## src/rtl/cpc_pkg.sv

```systemverilog
package cpc_pkg;

  typedef enum logic [0:0] {
    CPC_COMPLEX = 1'b0,
    CPC_BIPHASE = 1'b1
  } pair_mode_e;

  // number of merged pairs requested by a mode word
  function automatic int unsigned merged_pairs(input logic [2:0] word);
    return int'(word[1:0]);
  endfunction

endpackage

```

## src/rtl/cpc_mode_decode.sv

```systemverilog
module cpc_mode_decode
  import cpc_pkg::*;
#(
  parameter int NPAIR = 3
) (
  input  logic [2:0]       mode_word,
  output logic [NPAIR-1:0] pair_en,
  output pair_mode_e       pmode
);

  int unsigned npairs;

  always_comb begin
    npairs = merged_pairs(mode_word);
    for (int p = 0; p < NPAIR; p++) begin
      pair_en[p] = (p < int'(npairs));
    end
    pmode = mode_word[2] ? CPC_BIPHASE : CPC_COMPLEX;
  end

endmodule

```

## src/rtl/cpc_sat_addsub.sv

```systemverilog
module cpc_sat_addsub #(
  parameter int DW = 16
) (
  input  logic [DW-1:0] op_a,
  input  logic [DW-1:0] op_b,
  input  logic          do_sub,
  output logic [DW-1:0] res,
  output logic          clamped
);

  localparam logic [DW-1:0] MAXV = {1'b0, {(DW-1){1'b1}}};
  localparam logic [DW-1:0] MINV = {1'b1, {(DW-1){1'b0}}};

  logic [DW:0] ext_a;
  logic [DW:0] ext_b;
  logic [DW:0] wide;

  always_comb begin
    ext_a   = {op_a[DW-1], op_a};
    ext_b   = {op_b[DW-1], op_b};
    wide    = do_sub ? (ext_a - ext_b) : (ext_a + ext_b);
    clamped = (wide[DW] != wide[DW-1]);
    if (clamped) begin
      res = wide[DW] ? MINV : MAXV;
    end else begin
      res = wide[DW-1:0];
    end
  end

endmodule

```

## src/rtl/cpc_pair_unit.sv

```systemverilog
module cpc_pair_unit
  import cpc_pkg::*;
#(
  parameter int DW = 16
) (
  input  logic [DW-1:0] lo_i,
  input  logic [DW-1:0] lo_q,
  input  logic [DW-1:0] hi_i,
  input  logic [DW-1:0] hi_q,
  input  pair_mode_e    pmode,
  output logic [DW-1:0] cmb_i,
  output logic [DW-1:0] cmb_q,
  output logic          cmb_sat
);

  logic [DW-1:0] cx_i;
  logic [DW-1:0] cx_q;
  logic          sat_i;
  logic          sat_q;

  // real part: lower-I minus upper-Q
  cpc_sat_addsub #(.DW(DW)) u_re (
    .op_a    (lo_i),
    .op_b    (hi_q),
    .do_sub  (1'b1),
    .res     (cx_i),
    .clamped (sat_i)
  );

  // imaginary part: upper-I plus lower-Q
  cpc_sat_addsub #(.DW(DW)) u_im (
    .op_a    (hi_i),
    .op_b    (lo_q),
    .do_sub  (1'b0),
    .res     (cx_q),
    .clamped (sat_q)
  );

  always_comb begin
    if (pmode == CPC_BIPHASE) begin
      cmb_i   = lo_i;
      cmb_q   = hi_i;
      cmb_sat = 1'b0;
    end else begin
      cmb_i   = cx_i;
      cmb_q   = cx_q;
      cmb_sat = sat_i | sat_q;
    end
  end

endmodule

```

## src/rtl/cplx_pair_combiner.sv

```systemverilog
module cplx_pair_combiner
  import cpc_pkg::*;
#(
  parameter int DW  = 16,
  parameter int NCH = 6
) (
  input  logic              clk,
  input  logic              rst_n,
  input  logic [2:0]        mode_word,
  input  logic [NCH-1:0]    in_vld,
  input  logic [NCH*DW-1:0] in_i,
  input  logic [NCH*DW-1:0] in_q,
  output logic [NCH-1:0]    out_vld,
  output logic [NCH*DW-1:0] out_i,
  output logic [NCH*DW-1:0] out_q,
  output logic [NCH-1:0]    out_sat,
  output logic [NCH-1:0]    bypass_mask
);

  localparam int NPAIR = NCH / 2;

  // reset release synchronizer
  logic [1:0] rst_pipe;
  logic       rst_int_n;

  always_ff @(posedge clk or negedge rst_n) begin
    if (!rst_n) begin
      rst_pipe <= 2'b00;
    end else begin
      rst_pipe <= {rst_pipe[0], 1'b1};
    end
  end

  assign rst_int_n = rst_pipe[1];

  // mode decode
  logic [NPAIR-1:0] pair_en;
  pair_mode_e       pmode;

  cpc_mode_decode #(.NPAIR(NPAIR)) u_dec (
    .mode_word (mode_word),
    .pair_en   (pair_en),
    .pmode     (pmode)
  );

  // per-pair arithmetic
  logic [DW-1:0] cmb_i   [NPAIR];
  logic [DW-1:0] cmb_q   [NPAIR];
  logic          cmb_sat [NPAIR];

  for (genvar p = 0; p < NPAIR; p++) begin : g_pair
    cpc_pair_unit #(.DW(DW)) u_pair (
      .lo_i    (in_i[(2*p)*DW +: DW]),
      .lo_q    (in_q[(2*p)*DW +: DW]),
      .hi_i    (in_i[(2*p+1)*DW +: DW]),
      .hi_q    (in_q[(2*p+1)*DW +: DW]),
      .pmode   (pmode),
      .cmb_i   (cmb_i[p]),
      .cmb_q   (cmb_q[p]),
      .cmb_sat (cmb_sat[p])
    );
  end

  // next-state selection
  logic [NCH-1:0] nxt_vld;
  logic [NCH-1:0] nxt_sat;
  logic [NCH-1:0] nxt_mask;
  logic [DW-1:0]  nxt_i [NCH];
  logic [DW-1:0]  nxt_q [NCH];

  always_comb begin
    for (int k = 0; k < NCH; k++) begin
      nxt_vld[k]  = in_vld[k];
      nxt_sat[k]  = 1'b0;
      nxt_mask[k] = 1'b0;
      nxt_i[k]    = in_i[k*DW +: DW];
      nxt_q[k]    = in_q[k*DW +: DW];
    end
    for (int p = 0; p < NPAIR; p++) begin
      if (pair_en[p]) begin
        nxt_vld[2*p]    = in_vld[2*p] & in_vld[2*p+1];
        nxt_i[2*p]      = cmb_i[p];
        nxt_q[2*p]      = cmb_q[p];
        nxt_sat[2*p]    = cmb_sat[p] & in_vld[2*p] & in_vld[2*p+1];
        nxt_vld[2*p+1]  = 1'b0;
        nxt_mask[2*p+1] = 1'b1;
      end
    end
  end

  // registers
  logic [NCH-1:0] vld_q;
  logic [NCH-1:0] sat_q;
  logic [NCH-1:0] mask_q;
  logic [DW-1:0]  dat_i_q [NCH];
  logic [DW-1:0]  dat_q_q [NCH];

  always_ff @(posedge clk or negedge rst_int_n) begin
    if (!rst_int_n) begin
      vld_q  <= '0;
      sat_q  <= '0;
      mask_q <= '0;
    end else begin
      vld_q  <= nxt_vld;
      sat_q  <= nxt_sat;
      mask_q <= nxt_mask;
    end
  end

  for (genvar k = 0; k < NCH; k++) begin : g_dreg
    always_ff @(posedge clk or negedge rst_int_n) begin
      if (!rst_int_n) begin
        dat_i_q[k] <= '0;
        dat_q_q[k] <= '0;
      end else if (nxt_vld[k]) begin
        dat_i_q[k] <= nxt_i[k];
        dat_q_q[k] <= nxt_q[k];
      end
    end
    assign out_i[k*DW +: DW] = dat_i_q[k];
    assign out_q[k*DW +: DW] = dat_q_q[k];
  end

  assign out_vld     = vld_q;
  assign out_sat     = sat_q;
  assign bypass_mask = mask_q;

endmodule

```

## config.mk

```make
export PLATFORM = sky130hd
export DESIGN_NAME = cplx_pair_combiner
export DESIGN_NICKNAME = d
export VERILOG_FILES = /design/src/rtl/cpc_pkg.sv /design/src/rtl/cpc_mode_decode.sv /design/src/rtl/cpc_sat_addsub.sv /design/src/rtl/cpc_pair_unit.sv /design/src/rtl/cplx_pair_combiner.sv
export SDC_FILE = /design/constraint.sdc
export NUM_CORES = 1
export LEC_CHECK = 0
export ABC_AREA = 1
export BUFFER_PORTS_ARGS = -buffer_cell sky130_fd_sc_hd__buf_2
export CAP_MARGIN = 20
export CORE_MARGIN = 5
export CORE_UTILIZATION = 54
export CTS_CLUSTER_DIAMETER = 120
export DETAILED_ROUTE_END_ITERATION = 16
export PLACE_DENSITY = 0.82
export SYNTH_ARGS = -nofsm -noshare
export SYNTH_HDL_FRONTEND = slang
export SYNTH_SLANG_ARGS = --single-unit
export TNS_END_PERCENT = 10
```

## constraint.sdc

```tcl
create_clock -name clk -period 6.9 [get_ports clk]
set_clock_uncertainty 0.05 [all_clocks]
set_input_delay 0.69 -clock clk [delete_from_list [all_inputs] [get_ports clk]]
set_output_delay 0.69 -clock clk [all_outputs]
set_load 0.005 [all_outputs]
```

# Word-level counts from Yosys, hierarchy flattened
# Cells that the tools add are included.
[op_classes] n_bitwise=12 add_sub_neg=6 magnitude_cmp=3 eq_ne=6 n_mux=37
[ops] op="16-bit two-way mux" n=24
[ops] op="16-bit by 16-bit adder with 17-bit output" n=3
[ops] op="16-bit by 16-bit subtractor with 17-bit output" n=3
[ops] op="1-bit two-way mux" n=10
[ops] op="1-bit bitwise AND" n=9
[ops] op="2-bit two-way mux" n=3
[ops] op="1-bit inequality test" n=6
[ops] op="1-bit by 2-bit < comparator with 1-bit output, first input constant" n=2
[ops] op="1-bit bitwise OR" n=3
[ops] op="2-bit < comparator, first input constant" n=1
[word_totals] elab_cells=80 inputBits=203 register_bits=206 output_inout_bits=210

# Depth between registers and ports, before layout
[depth] word_depth=7 ltp_mapped=20 mapped_depth_nobuf=19

# Cells and area by module
# Synthesis repeated with hierarchy kept, for this count alone.
[unflattened] hier_cells=3140 hier_area_um2=19535.0
[by_module_without_submodules] module="cplx_pair_combiner" area_per_inst_um2=9047.4 n_inst=1 seq_area_each_um2=5154.9 cells_per_inst=1168
[by_module_without_submodules] module="cpc_sat_addsub (g_pair[0].u_pair.u_re ...)" area_per_inst_um2=1510.2 n_inst=3 seq_area_each_um2=0.0 cells_per_inst=273
[by_module_without_submodules] module="cpc_sat_addsub (g_pair[2].u_pair.u_re)" area_per_inst_um2=1600.3 n_inst=1 seq_area_each_um2=0.0 cells_per_inst=275
[by_module_without_submodules] module="cpc_sat_addsub (g_pair[2].u_pair.u_im)" area_per_inst_um2=1500.2 n_inst=1 seq_area_each_um2=0.0 cells_per_inst=280
[by_module_without_submodules] module="cpc_sat_addsub (g_pair[0].u_pair.u_im)" area_per_inst_um2=1475.2 n_inst=1 seq_area_each_um2=0.0 cells_per_inst=267
[by_module_without_submodules] module="cpc_pair_unit" area_per_inst_um2=449.2 n_inst=3 seq_area_each_um2=0.0 cells_per_inst=108
[by_module_without_submodules] module="cpc_mode_decode" area_per_inst_um2=33.8 n_inst=1 seq_area_each_um2=0.0 cells_per_inst=7

# Least setup slack after synthesis
# No wires, ideal clock.
[synth_path] path_type="input-to-reg" start="input in_i[48]" end="register dat_q_q, in the netlist out_q[34]" stages=17 required_ns=6.727 arrival_time_ns=2.400 setup_slack_ns=4.328 path_buffers=1 setup_ns=0.123 cell_sequence="ha_1 inv_1 fa_1 nand3b_1 nand2_1 nand2_1 nand2_1 nand2_1 nand2_1 nand2_1 nand2_2 nor2_2 nor2_4 buf_6 nand2_1 nand2_1 a21oi_1"
[synth_via] elab_chain_len=5 word_cells_on_any_way=6 cone_classes="1 x add/sub; 1 x eq/ne; 4 x mux"
[synth_rtl] element="start, declared" line="cplx_pair_combiner.sv:11" text="input logic [NCH*DW-1:0] in_i,"
[synth_rtl] element="16-bit by 16-bit adder with 17-bit output (*)" line="cpc_sat_addsub.sv:21" text="wide = do_sub ? (ext_a - ext_b) : (ext_a + ext_b);"
[synth_rtl] element="16-bit two-way mux / 1-bit inequality test (equally long branches)" line="cpc_sat_addsub.sv:24, cpc_sat_addsub.sv:22"
[synth_rtl] element="16-bit two-way mux (*)" line="cpc_sat_addsub.sv:23" text="if (clamped) begin"
[synth_rtl] element="16-bit two-way mux (*)" line="cpc_pair_unit.sv:40" text="if (pmode == CPC_BIPHASE) begin"
[synth_rtl] element="16-bit two-way mux (*)" line="cplx_pair_combiner.sv:80" text="if (pair_en[p]) begin"
[synth_rtl] element="end signal, assigned by index" line="cplx_pair_combiner.sv:117" text="dat_q_q[k] <= nxt_q[k];"
[synth_rtl] element="end, declared" line="cplx_pair_combiner.sv:96" text="logic [DW-1:0] dat_q_q [NCH];"
# Every way passes the cells marked *; elsewhere a longest branch is shown, timed or not.
# A chain may end at the register's enable or synchronous reset.

# Worst setup path after layout
[layout_path] start="input mode_word[1]" end="register dat_i_q, in the netlist out_i[72]"
[layout_via] elab_chain_len=2 word_cells_on_any_way=3 cone_classes="1 x order compare; 2 x mux"
[layout_rtl] element="start, declared" line="cplx_pair_combiner.sv:9" text="input logic [2:0] mode_word,"
[layout_rtl] element="2-bit < comparator (*)" line="cpc_mode_decode.sv:16" text="pair_en[p] = (p < int'(npairs));"
[layout_rtl] element="16-bit two-way mux / 2-bit two-way mux (equally long branches)" line="cplx_pair_combiner.sv:80"
[layout_rtl] element="end signal, assigned by index" line="cplx_pair_combiner.sv:116" text="dat_i_q[k] <= nxt_i[k];"
[layout_rtl] element="end, declared" line="cplx_pair_combiner.sv:95" text="logic [DW-1:0] dat_i_q [NCH];"
# Marks and branches as above.

==> results.json <==
{
  "min_period_over_period_pct": 40.1,
  "drtAntennaViolNets": 0,
  "nFillCells": 2411,
  "cts.sinks": 206,
  "port_buffers": 406,
  "startpoint": "mode_word[1]",
  "drt-total-wl_um": 46900,
  "drtPass1Iterations": 5,
  "yosysWarnings": 0,
  "grt_pass1_vias": 15100,
  "stdcell_count": 2899,
  "synth_edf_count": 0,
  "syn_inst": 2154,
  "rsz0062_at_grt": "false",
  "worstRegToRegCells": 1,
  "drtIter0Drc": 1034,
  "grt_overflow_total": 0,
  "coreArea_um2": 27000,
  "hp-class": "reg -> reg",
  "start_util_pct": 54.8,
  "worstPathMaxFanout": 35,
  "reg2reg_to": "out_i[67]",
  "setup_viol_count_final": 0,
  "maxCapViolations": 0,
  "critical_path_required_ns": 7.25,
  "status": "complete, no violations",
  "worstHoldPathCells": 0,
  "place_ws_ns": 3.65,
  "grt_max_degree": 75,
  "arrival_ns": 3.12,
  "cts-buffers-inserted": 25,
  "min_period_ns": 2.77,
  "cp_top_family": "simple AND/OR/NAND/NOR gates",
  "grt_pass1_wl_um": 74700,
  "yosysSeqAreaShare_pct": 34.9,
  "synth_top_area_cell": "dfrtp_1",
  "num_vias": 15600,
  "syn_avg_cell_area_um2": 6.85,
  "rows": 60,
  "path_common_cell": "nand2_1",
  "power_density_nw_per_um2": 227,
  "synth_area_um2": 14800,
  "r2r_start": "rst_pipe[1]",
  "cts_tree": "done",
  "track_usage_pct": 29.0,
  "clockBufferDepth": 3,
  "relSlewSlack_pct": 35.5,
  "detail_route.vias_per_cell": 5.37,
  "hold_viol_final": 0,
  "synth.most_common_cell": "nand2_1",
  "path_cells": "buf_2, inv_2, nor2_2, nand2_1, clkinv_1, nand2_2, inv_2, nand2_1, nand2_1, nand2_1",
  "fin_area_um2": 17800,
  "die_area_um2": 30800,
  "crit_cells": 10,
  "drc": 0,
  "drive_gt1_share_pct": 20.1,
  "yosys-top-cells-area": "dfrtp_1 35%, nand2_1 19%, ha_1 8.1%, a21oi_1 7.4%, inv_1 5.9%",
  "leakagePower_nw": 10.2,
  "crit_buf_inv": 4,
  "clkTransAtPathRegs_ns": 0.06,
  "cts-htree-levels": 1,
  "synth.ff_latch_count": 206,
  "slew_violations": 0,
  "synth_top_area_share_pct": 34.9,
  "async_reset_ff_share_pct": 100,
  "ys_types": 40,
  "place_congestion": 0.939,
  "layout.nets": 2840,
  "synthTopCellsByCount": "754 x nand2_1, 233 x inv_1, 218 x a21oi_1, 206 x dfrtp_1, 159 x nor2_1",
  "dp.cells": 2845,
  "r2r_setup_slack_ns": 4.88,
  "clk_latency_ns": 0.51,
  "wire_per_inst_um": 16.2,
  "regArea_um2": 5160,
  "cp_slowest_stage_delay_ns": 0.81,
  "tns_ns": 0,
  "ir_drop_mv": 0.152,
  "synth_ff_type": "dfrtp_1",
  "antenna_found_initial": 6,
  "die_y_um": 175,
  "max_clock_freq_ghz": 0.361,
  "tightestPinTransition_ns": 0.968,
  "area_delta_synth_final_pct": 20.9,
  "cpMaxStageDelayCell": "nor2_2",
  "critPathCapture": "out_i[72]",
  "critPathLaunchType": "input port",
  "clockRootBuffer": "clkbuf_16",
  "placedInstanceArea_um2": 17000,
  "multiInputGateArea_um2": 8360,
  "io_pins": 413,
  "die_w_um": 175,
  "worstSetupPathType": "in -> reg",
  "endpoint_kind": "flop",
  "place_hpwl_um": 35600,
  "setup_ws_ns": 4.13
}
kinds of logic (layout without fill, tap and decap cells):
kind of cell             Yosys count  after routing  share of synthesized area (%)
XOR/XNOR                          60             60                           3.56
flip-flops                       206            206                           34.9
AND/OR/NAND/NOR                 1080           1080                           29.7
other                              2             13                         0.0509
adder cells (fa/ha/maj)          102            102                           8.95
buffers and inverters            312            705                           8.77
AO/OA/AOI/OAI                    392            392                           14.0
cells in the final DEF, fill, tap and decap left out, types with 2 or more instances in the layout:
cell type,Yosys,layout
nand2_1,754,753
buf_2,3,406
inv_1,233,233
a21oi_1,218,218
dfrtp_1,206,205
nor2_1,159,158
o21ai_0,128,128
ha_1,96,96
nand3_1,89,89
xor2_1,36,36
clkbuf_16,0,25
xnor2_1,24,24
nand2_2,20,21
nor3_1,13,13
o21a_1,13,13
buf_4,10,11
a21o_1,10,10
and2_1,9,9
o21bai_1,9,9
nand3b_1,8,8
inv_2,7,7
a31oi_1,7,7
conb_1,2,7
diode_2,0,6
or2_2,6,6
fa_1,6,6
clkbuf_1,48,6
clkbuf_8,4,6
nor2_2,4,5
nor3_2,5,5
a21oi_2,3,3
or2_1,3,3
nand4_1,3,3
nor2_4,3,3
clkinv_2,0,3
o21ai_2,0,2
nor4_1,2,2
bufinv_16,0,2
layout make-up:
class                   instances  area share, %
clock buffers                  37           4.09
inverters                     241           5.07
diodes                          6         0.0841
well taps                     341           2.39
multi-input cells            1641           46.8
flip-flops and latches        206           28.9
repair buffers                420           12.1
clock inverters                 7          0.512
layer usage:
layer  wire, um  track usage (%)
met1      19300             36.8
met2      22400             50.3
met3       3450             4.63
met4       1700             10.6
met5          0                0
through the flow:
stage | hold WS, ns | utilization (%) | total power, mW
6_report | 0.313 | 66.2 | 4.05
5_1_grt | 0.305 | 66.2 | 4.30
4_1_cts | 0.305 | 66.0 | 4.07
3_5_place_dp | 0.296 | 62.9 | 2.72
3_3_place_gp | 0.289 | 62.9 | 2.69
2_1_floorplan | 0.281 | - | 2.26
what timing repair did:
action / in CTS / in global routing
hold buffers: 1 / 0
hold endpoints to repair: 2 / 0
gates resized for setup: 0 / 0
setup buffers: 0 / 0
worst min path at each step:
stage	startpoint	end	slack [ns]
global route	mode_word[1]	bypass_mask[3]	0.31
floorplan	rst_pipe[0]	rst_pipe[1]	0.28
finish	rst_pipe[0]	rst_pipe[1]	0.31
CTS	mode_word[1]	bypass_mask[3]	0.30
detailed placement	rst_pipe[0]	rst_pipe[1]	0.30
global placement	rst_pipe[0]	rst_pipe[1]	0.29
power breakdown:
group          leakage (nW)  internal [mW]  total [mW]  switching [mW]
sequential             2.48           1.38        1.48           0.106
clock                 0.403          0.804        1.33           0.523
combinational          7.29          0.485        1.24           0.757
sequential cells by signal, summed over array words and instances (netlist names):
register	count
out_i	96
out_q	96
rst_pipe	2
bypass_mask	3
out_vld	6
out_sat	3
Power figures use the tool's default switching activity.
